<file path="config.mk">
export PLATFORM = sky130hd
export DESIGN_NAME = iq_word_serializer
export DESIGN_NICKNAME = d
export VERILOG_FILES = /design/src/rtl/iq_ser_pkg.sv /design/src/rtl/iq_pair_hold.sv /design/src/rtl/iq_word_pack.sv /design/src/rtl/iq_word_shift.sv /design/src/rtl/iq_word_serializer.sv
export SDC_FILE = /design/constraint.sdc
export NUM_CORES = 1
export LEC_CHECK = 0
export BUFFER_PORTS_ARGS = -buffer_cell sky130_fd_sc_hd__clkbuf_2
export CAP_MARGIN = 10
export CORE_ASPECT_RATIO = 1.2
export CORE_UTILIZATION = 45
export DETAILED_ROUTE_END_ITERATION = 12
export GPL_TIMING_DRIVEN = 0
export MAX_ROUTING_LAYER = met4
export SLEW_MARGIN = 20
export SYNTH_ARGS = -nofsm -noshare
export SYNTH_HDL_FRONTEND = slang
export SYNTH_SLANG_ARGS = --single-unit
</file>
<file path="constraint.sdc">
create_clock -name clk -period 9.59 [get_ports clk]
set_clock_uncertainty 0.15 [all_clocks]
set_input_delay 1.918 -clock clk [delete_from_list [all_inputs] [get_ports clk]]
set_output_delay 1.918 -clock clk [all_outputs]
set_load 0.02 [all_outputs]
</file>
<file path="src/rtl/iq_ser_pkg.sv">
package iq_ser_pkg;
  typedef enum logic [1:0] {
    SH_IDLE  = 2'd0,
    SH_SYNC  = 2'd1,
    SH_SHIFT = 2'd2
  } sh_state_e;

  localparam logic TAG_I = 1'b0;
  localparam logic TAG_Q = 1'b1;
endpackage

</file>
<file path="src/rtl/iq_pair_hold.sv">
module iq_pair_hold #(
  parameter int SMP_W = 15
) (
  input  logic             clk,
  input  logic             rst,
  input  logic             burst_on,
  input  logic             pair_stb,
  input  logic [SMP_W-1:0] i_in,
  input  logic [SMP_W-1:0] q_in,
  input  logic             take,
  output logic             avail,
  output logic [SMP_W-1:0] i_out,
  output logic [SMP_W-1:0] q_out,
  output logic             ovf
);
  logic             slot_v;
  logic [SMP_W-1:0] slot_i;
  logic [SMP_W-1:0] slot_q;
  logic             load;

  // a strobe fills the slot if it is empty or being emptied this edge
  assign load = burst_on && pair_stb && (!slot_v || take);

  always_ff @(posedge clk) begin
    if (rst || !burst_on) begin
      slot_v <= 1'b0;
      ovf    <= 1'b0;
    end else begin
      if (load)
        slot_v <= 1'b1;
      else if (take)
        slot_v <= 1'b0;
      if (pair_stb && slot_v && !take)
        ovf <= 1'b1;
    end
  end

  always_ff @(posedge clk) begin
    if (load) begin
      slot_i <= i_in;
      slot_q <= q_in;
    end
  end

  assign avail = slot_v;
  assign i_out = slot_i;
  assign q_out = slot_q;
endmodule

</file>
<file path="src/rtl/iq_word_pack.sv">
module iq_word_pack #(
  parameter int SMP_W = 15,
  localparam int PAIR_W = 2 * (SMP_W + 1)
) (
  input  logic [SMP_W-1:0]  i_s,
  input  logic [SMP_W-1:0]  q_s,
  output logic [PAIR_W-1:0] pair_word
);
  import iq_ser_pkg::*;

  // I word occupies the upper half, so it leaves the shifter first
  assign pair_word = {i_s, TAG_I, q_s, TAG_Q};
endmodule

</file>
<file path="src/rtl/iq_word_shift.sv">
module iq_word_shift #(
  parameter int WORD_W = 16,
  localparam int PAIR_W = 2 * WORD_W,
  localparam int CNT_W = $clog2(PAIR_W)
) (
  input  logic              clk,
  input  logic              rst,
  input  logic              burst_on,
  input  logic              avail,
  input  logic [PAIR_W-1:0] pair_word,
  output logic              take,
  output logic              sdo,
  output logic              fsync,
  output logic              bclk_en
);
  import iq_ser_pkg::*;

  sh_state_e         st;
  logic [CNT_W-1:0]  cnt;
  logic [PAIR_W-1:0] shreg;
  logic              last_bit;

  assign last_bit = (st == SH_SHIFT) && (cnt == CNT_W'(PAIR_W - 1));
  assign take     = burst_on && avail && ((st == SH_IDLE) || last_bit);

  always_ff @(posedge clk) begin
    if (rst) begin
      st      <= SH_IDLE;
      cnt     <= '0;
      shreg   <= '0;
      sdo     <= 1'b0;
      fsync   <= 1'b0;
      bclk_en <= 1'b0;
    end else if (!burst_on) begin
      st      <= SH_IDLE;
      sdo     <= 1'b0;
      fsync   <= 1'b0;
      bclk_en <= 1'b0;
    end else begin
      case (st)
        SH_IDLE: begin
          sdo     <= 1'b0;
          bclk_en <= 1'b0;
          fsync   <= take;
          if (take) begin
            shreg <= pair_word;
            st    <= SH_SYNC;
          end
        end
        SH_SYNC: begin
          sdo     <= shreg[PAIR_W-1];
          shreg   <= {shreg[PAIR_W-2:0], 1'b0};
          bclk_en <= 1'b1;
          fsync   <= 1'b0;
          cnt     <= CNT_W'(1);
          st      <= SH_SHIFT;
        end
        SH_SHIFT: begin
          sdo     <= shreg[PAIR_W-1];
          bclk_en <= 1'b1;
          cnt     <= cnt + 1'b1;
          // sync for the Q word rides on I bit 0; sync for a chained pair rides on Q bit 0
          fsync   <= (cnt == CNT_W'(WORD_W - 1)) || take;
          if (take) begin
            shreg <= pair_word;
            st    <= SH_SYNC;
          end else begin
            shreg <= {shreg[PAIR_W-2:0], 1'b0};
            if (last_bit)
              st <= SH_IDLE;
          end
        end
        default: begin
          st      <= SH_IDLE;
          sdo     <= 1'b0;
          fsync   <= 1'b0;
          bclk_en <= 1'b0;
        end
      endcase
    end
  end
endmodule

</file>
<file path="src/rtl/iq_word_serializer.sv">
module iq_word_serializer #(
  parameter int SMP_W = 15
) (
  input  logic             clk,
  input  logic             rst,
  input  logic             burst_on,
  input  logic             pair_stb,
  input  logic [SMP_W-1:0] i_smp,
  input  logic [SMP_W-1:0] q_smp,
  output logic             ser_out,
  output logic             word_sync,
  output logic             bit_en,
  output logic             overrun
);
  localparam int WORD_W = SMP_W + 1;
  localparam int PAIR_W = 2 * WORD_W;

  logic              avail;
  logic              take;
  logic [SMP_W-1:0]  hold_i;
  logic [SMP_W-1:0]  hold_q;
  logic [PAIR_W-1:0] pair_word;

  iq_pair_hold #(.SMP_W(SMP_W)) u_hold (
    .clk      (clk),
    .rst      (rst),
    .burst_on (burst_on),
    .pair_stb (pair_stb),
    .i_in     (i_smp),
    .q_in     (q_smp),
    .take     (take),
    .avail    (avail),
    .i_out    (hold_i),
    .q_out    (hold_q),
    .ovf      (overrun)
  );

  iq_word_pack #(.SMP_W(SMP_W)) u_pack (
    .i_s       (hold_i),
    .q_s       (hold_q),
    .pair_word (pair_word)
  );

  iq_word_shift #(.WORD_W(WORD_W)) u_shift (
    .clk       (clk),
    .rst       (rst),
    .burst_on  (burst_on),
    .avail     (avail),
    .pair_word (pair_word),
    .take      (take),
    .sdo       (ser_out),
    .fsync     (word_sync),
    .bclk_en   (bit_en)
  );
endmodule

</file>
==> parameters.txt, run 1 <==
Parameter                              Value

Run status
  Result of the run    completed

Finish
  Post-route insts no fill    355
  Final standard cell utilization of the core    55.9%
  Number of nets at the end of the flow    between 300 and 400
  Area occupied by multi-input gates    947 sq um
  Post-synthesis to final-layout area growth    20.0%
  Register Area    between 0.0015 and 0.002 sq mm
  Fraction of layout cells with a size suffix above 1    23.1%
  Diode count    0
  Fillers    520

Routing
  Number of design rule violations left after detail routing    0
  Topmost layer with routed signal wires    met4
  DR vias    1,807
  DR WL met2    ~2300 microns
  Initial detailed-routing violation count    51
  First drt pass iteration count    4
  Antenna violation net count after detailed routing    0
  Vias per std cell    a little over 5
  Routed WL per cell    14.2 microns
  Met3 routed WL    ~170 microns
  Total detailed-routing wirelength    5050 microns
  Sum of routed wire segments on met1    2460 microns

CTS
  Clock buffer count from CTS    9
  Number of clock sinks seen by CTS    74
  Root buf cell    sky130_fd_sc_hd__clkbuf_8
  Hold-fix buffers at CTS    0
  Clock Pin Slew Worst Setup and Hold Paths    70 ps
  H-tree lvl count    3
  Post-cts sizing count    0
  Clock tree from TritonCTS    yes
  Buffers inserted during post-CTS setup optimization    0
  Worst skew pair latency    between 300 and 400 ps
  Clock Tree Buf Depth    2

Critical path
  Required time at the endpoint of the critical path    9490 ps
  Slowest stage cell on the critical path    sky130_fd_sc_hd__a21oi_4
  Critical-path cell list    clkbuf_2 -> buf_2 -> nand2_1 -> or2_2 -> a21oi_4 -> buf_16
  Crit Path Class    in2reg
  Category of the worst setup path capture point    flop
  Crit-path max cell delay    500 ps
  Critical Path Source Type    input pin
  Biggest fanout along the worst timing path    18
  Data arrival time of the critical path    approximately 3400 ps

Logic synthesis
  Dominant cells by area after synthesis    sky130_fd_sc_hd__edfxtp_1 32%, sky130_fd_sc_hd__dfxtp_1 31%, sky130_fd_sc_hd__a221o_1 10%, sky130_fd_sc_hd__and2_1 6.9%, sky130_fd_sc_hd__ha_1 4.0%
  Cell type with the largest total area after synthesis    sky130_fd_sc_hd__edfxtp_1
  Count of distinct cell types in the synthesized netlist    32
  Seq/Total Area, Yosys    63.6%
  Cell Area, Synth    0.00280 sq mm
  Portion of synthesized cell area occupied by the leading cell type    32.1%
  Synth Instances    ~220
  Count of synthesis-stage warnings from yosys    0
  Proportion of synthesized flip-flops having asynchronous set or reset    0%
  Mean post-synth cell area    12.8 sq um
  Post-Syn Nets    between 200 and 300
  EDFF count, synth    30
  Flip-flop and latch count after synthesis    74
  Ys flop type    sky130_fd_sc_hd__dfxtp_1

STA
  Maximum clock rate    284 MHz
  Worst slew margin    62.6%
  Setup violators final    0
  Number of hold violations in the final report    0
  Slew at the pin closest to its max-slew limit    559 ps
  Setup tns final    0 ps
  Final Cycle Share    36.8%
  Slew Viols, Final    0
  Post-layout minimum cycle time    ~3500 ps
  Setup repair after global routing missed its margin    false

Flow run
  Total of max-cap violations    0

Power and ir drop
  Combinational group share of total power    under 10%
  Share of total power consumed by net switching    19.9%
  Sequential share of power    52.2%
  Sw power    0.130 mW
  Static Leakage    1.33 nW
  Internal Pwr Total    0.524 mW
  Cell area power density    roughly 200 mW/mm^2
  Clock network fraction of design power    43.9%
  Maximum vdd ir drop    0.000101 V

Global routing
  Largest net degree at the start of global routing    19
  Antenna violations before repair    0
  Wire length of the first global-routing pass    between 7000 and 8000 microns
  Via count of the first global-routing pass    1,713
  Congestion Overflow GR    0
  Overall track demand over capacity in global routing    approximately 17%

Place
  Final HPWL DP    3350 microns
  Port bufs    37
  Global placer's final weighted congestion    slightly above 0.8
  Count of placed standard cells including taps    339

Die
  Effective utilization at floorplan    46.6%
  Height of the die    88.5 microns
  Core box area    0.00601 sq mm
  Site Rows    31
  Area enclosed by the die boundary    0.00655 sq mm
  Die Wd    74.0 microns
  Number of top-level design ports    38

Hold path
  Path class of the lowest-slack min-delay path    reg2reg
cell usage after synthesis (2+ instances only):
cell	count
sky130_fd_sc_hd__dfxtp_1	44
sky130_fd_sc_hd__nor3b_1	3
sky130_fd_sc_hd__a221o_1	29
sky130_fd_sc_hd__buf_2	5
sky130_fd_sc_hd__a21oi_1	11
sky130_fd_sc_hd__edfxtp_1	30
sky130_fd_sc_hd__nor3_1	2
sky130_fd_sc_hd__clkbuf_1	4
sky130_fd_sc_hd__nand2b_1	2
sky130_fd_sc_hd__nand2_1	9
sky130_fd_sc_hd__o21ai_0	3
sky130_fd_sc_hd__buf_6	2
sky130_fd_sc_hd__nand4_1	3
sky130_fd_sc_hd__and2_1	31
sky130_fd_sc_hd__ha_1	9
sky130_fd_sc_hd__nor2_1	8
sky130_fd_sc_hd__inv_1	4
sky130_fd_sc_hd__nand3_1	3
sky130_fd_sc_hd__a31oi_1	3
sky130_fd_sc_hd__and3_1	2
cell type report:
type                    count  area share (%)
plain buffers              12            2.08
clock buffers              12            4.02
clock inverters             4            2.94
inverters                   4           0.446
multi-input cells         129            28.2
flip-flops and latches     74            53.0
well taps                  82            3.05
repair buffers             38            6.32
worst paths after layout:
check	start	to	slack, ps	cells past startpoint
hold reg to reg	u_hold.i_out[2]	u_shift.shreg[19]	320	1
hold / removal	u_hold.i_out[2]	u_shift.shreg[19]	320	1
setup reg to reg	u_shift.cnt[0]	u_hold.i_out[2]	6970	7
setup / recovery	burst_on	u_hold.i_out[2]	6060	6
metal layers:
| layer | track usage, % | vias to the layer above |
|---|---|---|
| li1 | - | 926 |
| met1 | 21.4 | 844 |
| met2 | 26.0 | 30 |
| met3 | 3.53 | 7 |
| met4 | 10.5 | 0 |
| met5 | - | - |
per-stage QoR:
step / worst slack (ps) / hold WS [ps] / power, mW / instance area (sq um)
floorplan: 5000 / 271 / 0.361 / 2800
global placement: 4070 / 303 / 0.373 / 3090
detailed placement: 5680 / 308 / 0.375 / 3130
CTS: 6060 / 315 / 0.659 / 3360
global route: 6000 / 339 / 0.673 / 3360
finish: 6060 / 317 / 0.655 / 3360
state kept, by name, indices dropped and copies added, names as in the netlist:
| signal | count |
|---|---|
| u_hold.avail | 1 |
| u_hold.i_out | 15 |
| u_hold.ovf | 1 |
| u_hold.q_out | 15 |
| u_shift.bclk_en | 1 |
| u_shift.cnt | 5 |
| u_shift.fsync | 1 |
| u_shift.sdo | 1 |
| u_shift.shreg | 32 |
| u_shift.st | 2 |
layout by cell type (no fill, tap or decap), types with 2 or more instances in the layout:
| master | n |
|---|---|
| sky130_fd_sc_hd__dfxtp_1 | 44 |
| sky130_fd_sc_hd__clkbuf_2 | 37 |
| sky130_fd_sc_hd__and2_1 | 31 |
| sky130_fd_sc_hd__edfxtp_1 | 30 |
| sky130_fd_sc_hd__a221o_1 | 29 |
| sky130_fd_sc_hd__a21oi_1 | 10 |
| sky130_fd_sc_hd__nand2_1 | 9 |
| sky130_fd_sc_hd__ha_1 | 9 |
| sky130_fd_sc_hd__clkbuf_8 | 9 |
| sky130_fd_sc_hd__nor2_1 | 8 |
| sky130_fd_sc_hd__clkbuf_1 | 7 |
| sky130_fd_sc_hd__buf_2 | 5 |
| sky130_fd_sc_hd__inv_1 | 4 |
| sky130_fd_sc_hd__nand3_1 | 3 |
| sky130_fd_sc_hd__nor3b_1 | 3 |
| sky130_fd_sc_hd__a31oi_1 | 3 |
| sky130_fd_sc_hd__nand4_1 | 3 |
| sky130_fd_sc_hd__o21ai_0 | 3 |
| sky130_fd_sc_hd__bufinv_16 | 3 |
| sky130_fd_sc_hd__nand2b_1 | 2 |
| sky130_fd_sc_hd__buf_6 | 2 |
| sky130_fd_sc_hd__nor3_1 | 2 |
| sky130_fd_sc_hd__and3_1 | 2 |
kinds of logic after synthesis:
group                      Yosys count  share of synthesized area [%]
DFF                                 74                           63.6
and+or+nand+nor                     68                           14.1
AOI/OAI and AO/OA                   51                           15.0
buffers and inverters               16                           3.04
adders and majority gates            9                           4.02
muxes                                1                          0.357
power by group through the flow:
stage / Combinational [mW] / Clock [mW] / Sequential (mW)
global route: 0.0285 / 0.302 / 0.343
detailed placement: 0.0260 / 0 / 0.349
floorplan: 0.0129 / 0 / 0.348
global placement: 0.0235 / 0 / 0.350
finish: 0.0256 / 0.287 / 0.342
CTS: 0.0261 / 0.291 / 0.342
worst max-delay path: cells and delay by family:
kind                   cells  cell delay [ps]
buffers and inverters      3              530
and+or+nand+nor            2              460
AOI/OAI and AO/OA          1              500
No activity file was read; power rests on OpenSTA's default activity.
==> inputs of run 2 (changes only) <==
--- a/config.mk
+++ b/config.mk
@@ -12,6 +12,7 @@
 export DETAILED_ROUTE_END_ITERATION = 12
 export GPL_TIMING_DRIVEN = 0
 export MAX_ROUTING_LAYER = met4
+export PLACE_DENSITY = 0.67
 export SLEW_MARGIN = 20
 export SYNTH_ARGS = -nofsm -noshare
 export SYNTH_HDL_FRONTEND = slang
==> constraint.sdc (replaced) <==
create_clock -name clk -period 2.9 [get_ports clk]
set_clock_uncertainty 0.15 [all_clocks]
set_input_delay 0.58 -clock clk [delete_from_list [all_inputs] [get_ports clk]]
set_output_delay 0.58 -clock clk [all_outputs]
set_load 0.02 [all_outputs]
==> run 2 against run 1 <==
Against the previous run: design area is 1.2% lower; via count is 0.61% lower; global-route usage is 0.90 points lower; critical endpoint is now u_hold.q_out[9]; sequential power rose to 3.3 times the previous value; clock power grew to 2.7 times the previous value; die area did not move; first-iteration DRC count is 110% higher.
==> parameters.txt, run 2 (synthesized netlist as in run 1, its figures left out) <==
Parameter                              Value

Run status
  Result of the run    completed (unchanged)

Die
  Site Rows    31 (unchanged)
  Core box area    0.00601 sq mm (unchanged)
  Effective utilization at floorplan    46.6% (unchanged)
  Height of the die    88.5 microns (unchanged)
  Area enclosed by the die boundary    0.00655 sq mm (unchanged)
  Number of top-level design ports    38 (unchanged)
  Die Wd    74.0 microns (unchanged)

CTS
  Clock buffer count from CTS    9 (unchanged)
  Clock Tree Buf Depth    2 (unchanged)
  Worst skew pair latency    340 ps (about the same)
  H-tree lvl count    3 (unchanged)
  Number of clock sinks seen by CTS    74 (unchanged)
  Clock Pin Slew Worst Setup and Hold Paths    80 ps (was 70 ps)
  Root buf cell    sky130_fd_sc_hd__clkbuf_8 (unchanged)
  Hold-fix buffers at CTS    0 (unchanged)
  Post-cts sizing count    0 (unchanged)
  Buffers inserted during post-CTS setup optimization    0 (unchanged)
  Clock tree from TritonCTS    yes (unchanged)

STA
  Number of hold violations in the final report    0 (unchanged)
  Final Cycle Share    88.7%
  Maximum clock rate    between 300 and 400 MHz
  Setup repair after global routing missed its margin    false (unchanged)
  Post-layout minimum cycle time    2570 ps
  Slew Viols, Final    0 (unchanged)
  Worst slew margin    65.4% (was 62.6%)
  Setup violators final    0 (unchanged)
  Slew at the pin closest to its max-slew limit    518 ps (was 559 ps)

Finish
  Post-synthesis to final-layout area growth    18.5% (was 20.0%)
  Diode count    0 (unchanged)
  Most frequent cells in the layout    44 x sky130_fd_sc_hd__dfxtp_1, 37 x sky130_fd_sc_hd__clkbuf_2, 31 x sky130_fd_sc_hd__and2_1 (unchanged)
  Fraction of layout cells with a size suffix above 1    23.4% (was 23.1%)
  Largest Register    u_shift.shreg (unchanged)
  Number of nets at the end of the flow    311 (unchanged)
  Post-route insts no fill    355 (unchanged)
  Number of flip-flops in the largest register    32 (unchanged)
  Most common library cell in the layout ignoring fill and taps    sky130_fd_sc_hd__dfxtp_1 (unchanged)

Routing
  Sum of routed wire segments on met1    2260 microns (was 2460 microns)
  First drt pass iteration count    4 (unchanged)
  Number of design rule violations left after detail routing    0 (unchanged)
  Initial detailed-routing violation count    105 (was 51)
  Routed WL per cell    13.4 microns (was 14.2 microns)
  Met3 routed WL    232 microns (was 171 microns)
  Topmost layer with routed signal wires    met4 (unchanged)
  DR vias    1,796 (was 1,807)
  Vias per std cell    5.06 (was 5.09)
  DR WL met2    2190 microns (was 2340 microns)
  Total detailed-routing wirelength    4760 microns (was 5050 microns)
  Antenna violation net count after detailed routing    0 (unchanged)

Global routing
  Overall track demand over capacity in global routing    16.4% (was 17.3%)
  Via count of the first global-routing pass    1,658 (was 1,713)
  Congestion Overflow GR    0 (unchanged)
  Antenna violations before repair    0 (unchanged)
  Largest net degree at the start of global routing    20 (was 19)
  Wire length of the first global-routing pass    7530 microns (was 7960 microns)

Power and ir drop
  Cell area power density    600 mW/mm^2 (was 195 mW/mm^2)
  Maximum vdd ir drop    0.000280 V (was 0.000101 V)
  Static Leakage    1.30 nW (was 1.33 nW)
  Final Total Pwr    1.99 mW (was 0.655 mW)

Critical path
  Crit Path Class    reg2reg (was in2reg)
  Biggest fanout along the worst timing path    19 (was 18)
  Category of the worst setup path capture point    flop (unchanged)
  Data arrival time of the critical path    2470 ps (was 3420 ps)
  Critical Path Source Type    flop (was input pin)
  Required time at the endpoint of the critical path    2800 ps (was 9490 ps)
  Number of cells on the worst reg-to-reg path    7 (unchanged)

Place
  Count of placed standard cells including taps    339 (unchanged)
  Global placer's final weighted congestion    0.786 (was 0.811)
  Port bufs    37 (unchanged)
  Final HPWL DP    3210 microns (was 3350 microns)

Hold path
  Path class of the lowest-slack min-delay path    in2reg (was reg2reg)
  Hold path depth    1 (unchanged)

Flow run
  Total of max-cap violations    0 (unchanged)
-- run 2: cell count changes in the layout (fill, tap and decap cells not counted) --
cell | before | now
sky130_fd_sc_hd__clkinvlp_4 | 0 | 3
sky130_fd_sc_hd__bufinv_16 | 3 | 1
sky130_fd_sc_hd__clkbuf_1 | 7 | 5
sky130_fd_sc_hd__clkinv_1 | 0 | 1
-- run 2: power by group --
part	leakage (nW)	switching [mW]	total, mW	internal [mW]
Sequential	0.636	0.0128	1.13	1.12
Combinational	0.581	0.0439	0.0844	0.0405
Clock	0.0866	0.383	0.780	0.397
Total	1.30	0.439	1.99	1.55
-- run 2: path summary, 6_finish.rpt --
kind | from | endpoint | slack [ps]
setup / recovery | u_shift.cnt[0] | u_hold.q_out[9] | 330
hold / removal | q_smp[8] | u_hold.q_out[8] | 260
setup reg to reg | u_shift.cnt[0] | u_hold.q_out[9] | 330
hold reg to reg | u_shift.shreg[15] | u_shift.shreg[16] | 320
-- run 2: layout make-up --
class | instances | area, sq um
clock buffer | 10 | 128
inverter | 4 | 15.0
sequential | 74 | 1780
multi-input combinational | 129 | 947
timing repair buffer | 38 | 213
clock inverter | 6 | 65.1
fill | 524 | 2690
buffer | 12 | 70.1
tap | 82 | 103
-- run 2: per-stage QoR --
stage	setup TNS [ps]	cell area (sq um)	hold WS (ps)	setup slack (ps)	utilization, %
after detailed placement	0	3130	306	329	52.0
after global routing	0	3320	236	221	55.3
after CTS	0	3320	240	308	55.3
after floorplan	0	2810	271	180	-
after global placement	-9640	3090	297	-324	51.5
final	0	3320	257	327	55.3
-- run 2: metal layers --
metal	vias up	track usage, %
li1	918	-
met4	0	7.87
met3	7	5.81
met5	-	-
met1	832	19.9
met2	39	24.3
-- run 2: critical path: stages, from the launching register on --
cell	delay, ps
sky130_fd_sc_hd__dfxtp_1	390
sky130_fd_sc_hd__ha_1	200
sky130_fd_sc_hd__and3_1	200
sky130_fd_sc_hd__ha_1	230
sky130_fd_sc_hd__a21oi_1	80
sky130_fd_sc_hd__or2_2	340
sky130_fd_sc_hd__a21oi_4	470
sky130_fd_sc_hd__buf_16	220
==> inputs of run 3 (changes only) <==
--- a/config.mk
+++ b/config.mk
@@ -12,7 +12,6 @@
 export DETAILED_ROUTE_END_ITERATION = 12
 export GPL_TIMING_DRIVEN = 0
 export MAX_ROUTING_LAYER = met4
-export PLACE_DENSITY = 0.67
 export SLEW_MARGIN = 20
 export SYNTH_ARGS = -nofsm -noshare
 export SYNTH_HDL_FRONTEND = slang
==> constraint.sdc (replaced) <==
create_clock -name clk -period 3 [get_ports clk]
set_clock_uncertainty 0.15 [all_clocks]
set_input_delay 0.6 -clock clk [delete_from_list [all_inputs] [get_ports clk]]
set_output_delay 0.6 -clock clk [all_outputs]
set_load 0.02 [all_outputs]
==> run 3 against run 2 <==
Against the previous run: critical path type unchanged; critical path depth unchanged; global-route usage up 1.1 points; power down 6.8%; cell count unchanged; clock power down 12%; non-clock buffer count unchanged; via count up 1.0%; sequential share of layout area up 0.33 points; utilization down 0.33 points.
==> parameters.txt, run 3 (synthesized netlist as in run 1, its figures left out) <==
Parameter                              Value

Routing
  Number of design rule violations left after detail routing    0 (unchanged)
  First drt pass iteration count    4 (unchanged)
  Routed WL per cell    14.1 microns (was 13.4 microns)
  Antenna violation net count after detailed routing    0 (unchanged)
  Total detailed-routing wirelength    5000 microns (was 4760 microns)
  Vias per std cell    5.11 (was 5.06)
  Initial detailed-routing violation count    96 (was 105)
  DR vias    1,814 (was 1,796)

Finish
  Number of flip-flops in the largest register    32 (unchanged)
  Final standard cell utilization of the core    54.9% (was 55.3%)
  Number of nets at the end of the flow    311 (unchanged)
  Fraction of layout cells with a size suffix above 1    23.8% (was 23.4%)
  Register Area    0.00178 sq mm (unchanged)
  Most common library cell in the layout ignoring fill and taps    sky130_fd_sc_hd__dfxtp_1 (unchanged)
  Diode count    0 (unchanged)
  Area occupied by multi-input gates    947 sq um (unchanged)
  Most frequent cells in the layout    44 x sky130_fd_sc_hd__dfxtp_1, 37 x sky130_fd_sc_hd__clkbuf_2, 31 x sky130_fd_sc_hd__and2_1 (unchanged)
  Post-synthesis to final-layout area growth    17.8% (was 18.5%)
  Fillers    547 (was 524)
  Largest Register    u_shift.shreg (unchanged)

STA
  Setup repair after global routing missed its margin    false (unchanged)
  Final Cycle Share    88.4% (was 88.7%)
  Worst slew margin    59.1% (was 65.4%)
  Number of hold violations in the final report    0 (unchanged)
  Setup ws final    349 ps (was 327 ps)
  Post-layout minimum cycle time    2650 ps (was 2570 ps)
  Slew Viols, Final    0 (unchanged)
  Setup violators final    0 (unchanged)
  Slew at the pin closest to its max-slew limit    613 ps (was 518 ps)
  Hold WS    270 ps (was 257 ps)
  Maximum clock rate    377 MHz (was 389 MHz)

Critical path
  Critical Path Source Type    flop (unchanged)
  Number of cells on the worst reg-to-reg path    7 (unchanged)
  Required time at the endpoint of the critical path    2910 ps (was 2800 ps)
  Data arrival time of the critical path    2560 ps (was 2470 ps)
  Crit Path Class    reg2reg (unchanged)
  Category of the worst setup path capture point    flop (unchanged)
  Biggest fanout along the worst timing path    17 (was 19)

Power and ir drop
  Maximum vdd ir drop    0.000308 V (was 0.000280 V)
  Static Leakage    1.31 nW (was 1.30 nW)
  Final Total Pwr    1.86 mW (was 1.99 mW)
  Cell area power density    563 mW/mm^2 (was 600 mW/mm^2)

CTS
  H-tree lvl count    3 (unchanged)
  Hold-fix buffers at CTS    0 (unchanged)
  Clock buffer count from CTS    9 (unchanged)
  Buffers inserted during post-CTS setup optimization    0 (unchanged)
  Root buf cell    sky130_fd_sc_hd__clkbuf_8 (unchanged)
  Worst skew pair latency    340 ps (about the same)
  Number of clock sinks seen by CTS    74 (unchanged)
  Clock Tree Buf Depth    2 (unchanged)
  Post-cts sizing count    0 (unchanged)
  Clock tree from TritonCTS    yes (unchanged)
  Clock Pin Slew Worst Setup and Hold Paths    80 ps (about the same)

Die
  Effective utilization at floorplan    46.6% (unchanged)
  Height of the die    88.5 microns (unchanged)
  Area enclosed by the die boundary    0.00655 sq mm (unchanged)
  Number of top-level design ports    38 (unchanged)
  Site Rows    31 (unchanged)
  Die Wd    74.0 microns (unchanged)
  Core box area    0.00601 sq mm (unchanged)

Place
  Global placer's final weighted congestion    0.775 (was 0.786)
  Final HPWL DP    3330 microns (was 3210 microns)
  Port bufs    37 (unchanged)
  Placement-stage worst setup slack    354 ps (was 329 ps)

Global routing
  Congestion Overflow GR    0 (unchanged)
  Wire length of the first global-routing pass    8090 microns (was 7530 microns)
  Overall track demand over capacity in global routing    17.5% (was 16.4%)
  Antenna violations before repair    0 (unchanged)
  Largest net degree at the start of global routing    18 (was 20)
  Via count of the first global-routing pass    1,748 (was 1,658)

Flow run
  Total of max-cap violations    0 (unchanged)

Run status
  Result of the run    completed (unchanged)

Hold path
  Hold path depth    1 (unchanged)
  Path class of the lowest-slack min-delay path    in2reg (unchanged)
-- run 3: path summary, 6_finish.rpt --
check                         start           endpoint  slack (ps)
setup reg to reg     u_shift.cnt[0]    u_hold.q_out[7]         350
setup / recovery     u_shift.cnt[0]    u_hold.q_out[7]         350
hold / removal             i_smp[3]    u_hold.i_out[3]         270
hold reg to reg   u_shift.shreg[16]  u_shift.shreg[16]         310
-- run 3: final cells by class --
class / count / area share (%)
Clock inverter: 5 / 0.947
Buffer: 12 / 2.12
Multi-Input combinational cell: 129 / 28.7
Clock buffer: 11 / 4.28
Sequential cell: 74 / 54.0
Inverter: 4 / 0.455
Tap cell: 82 / 3.11
Timing Repair Buffer: 38 / 6.44
-- run 3: critical path: stages (launching register included) --
cell and delay [ps]:
sky130_fd_sc_hd__dfxtp_1 390, sky130_fd_sc_hd__ha_1 200, sky130_fd_sc_hd__and3_1 200, sky130_fd_sc_hd__ha_1 230
sky130_fd_sc_hd__a21oi_1 80, sky130_fd_sc_hd__or2_2 340, sky130_fd_sc_hd__a21oi_4 540, sky130_fd_sc_hd__buf_16 230
-- run 3: per-layer routing --
layer	vias up	wire, microns	part of all wire [%]	track usage [%]
met3	9	186	3.7	3.87
met1	844	2420	48	22.1
li1	925	-	-	-
met5	-	0	0	-
met2	36	2270	45	25.8
met4	0	123	2.5	9.97
-- run 3: where the power goes --
part / switching [mW] / total (mW) / internal, mW
combinational: 0.0425 / 0.0817 / 0.0391
sequential: 0.0133 / 1.09 / 1.08
clock: 0.364 / 0.684 / 0.320
total: 0.420 / 1.86 / 1.44
-- run 3: metrics by stage --
step / cells / TNS [ps] / cell area [sq um]
after detailed placement: 339 / 0 / 3130
after global placement: 338 / -7400 / 3090
after CTS: 355 / 0 / 3300
after floorplan: 219 / 0 / 2810
final: 355 / 0 / 3300
after global routing: 355 / 0 / 3300
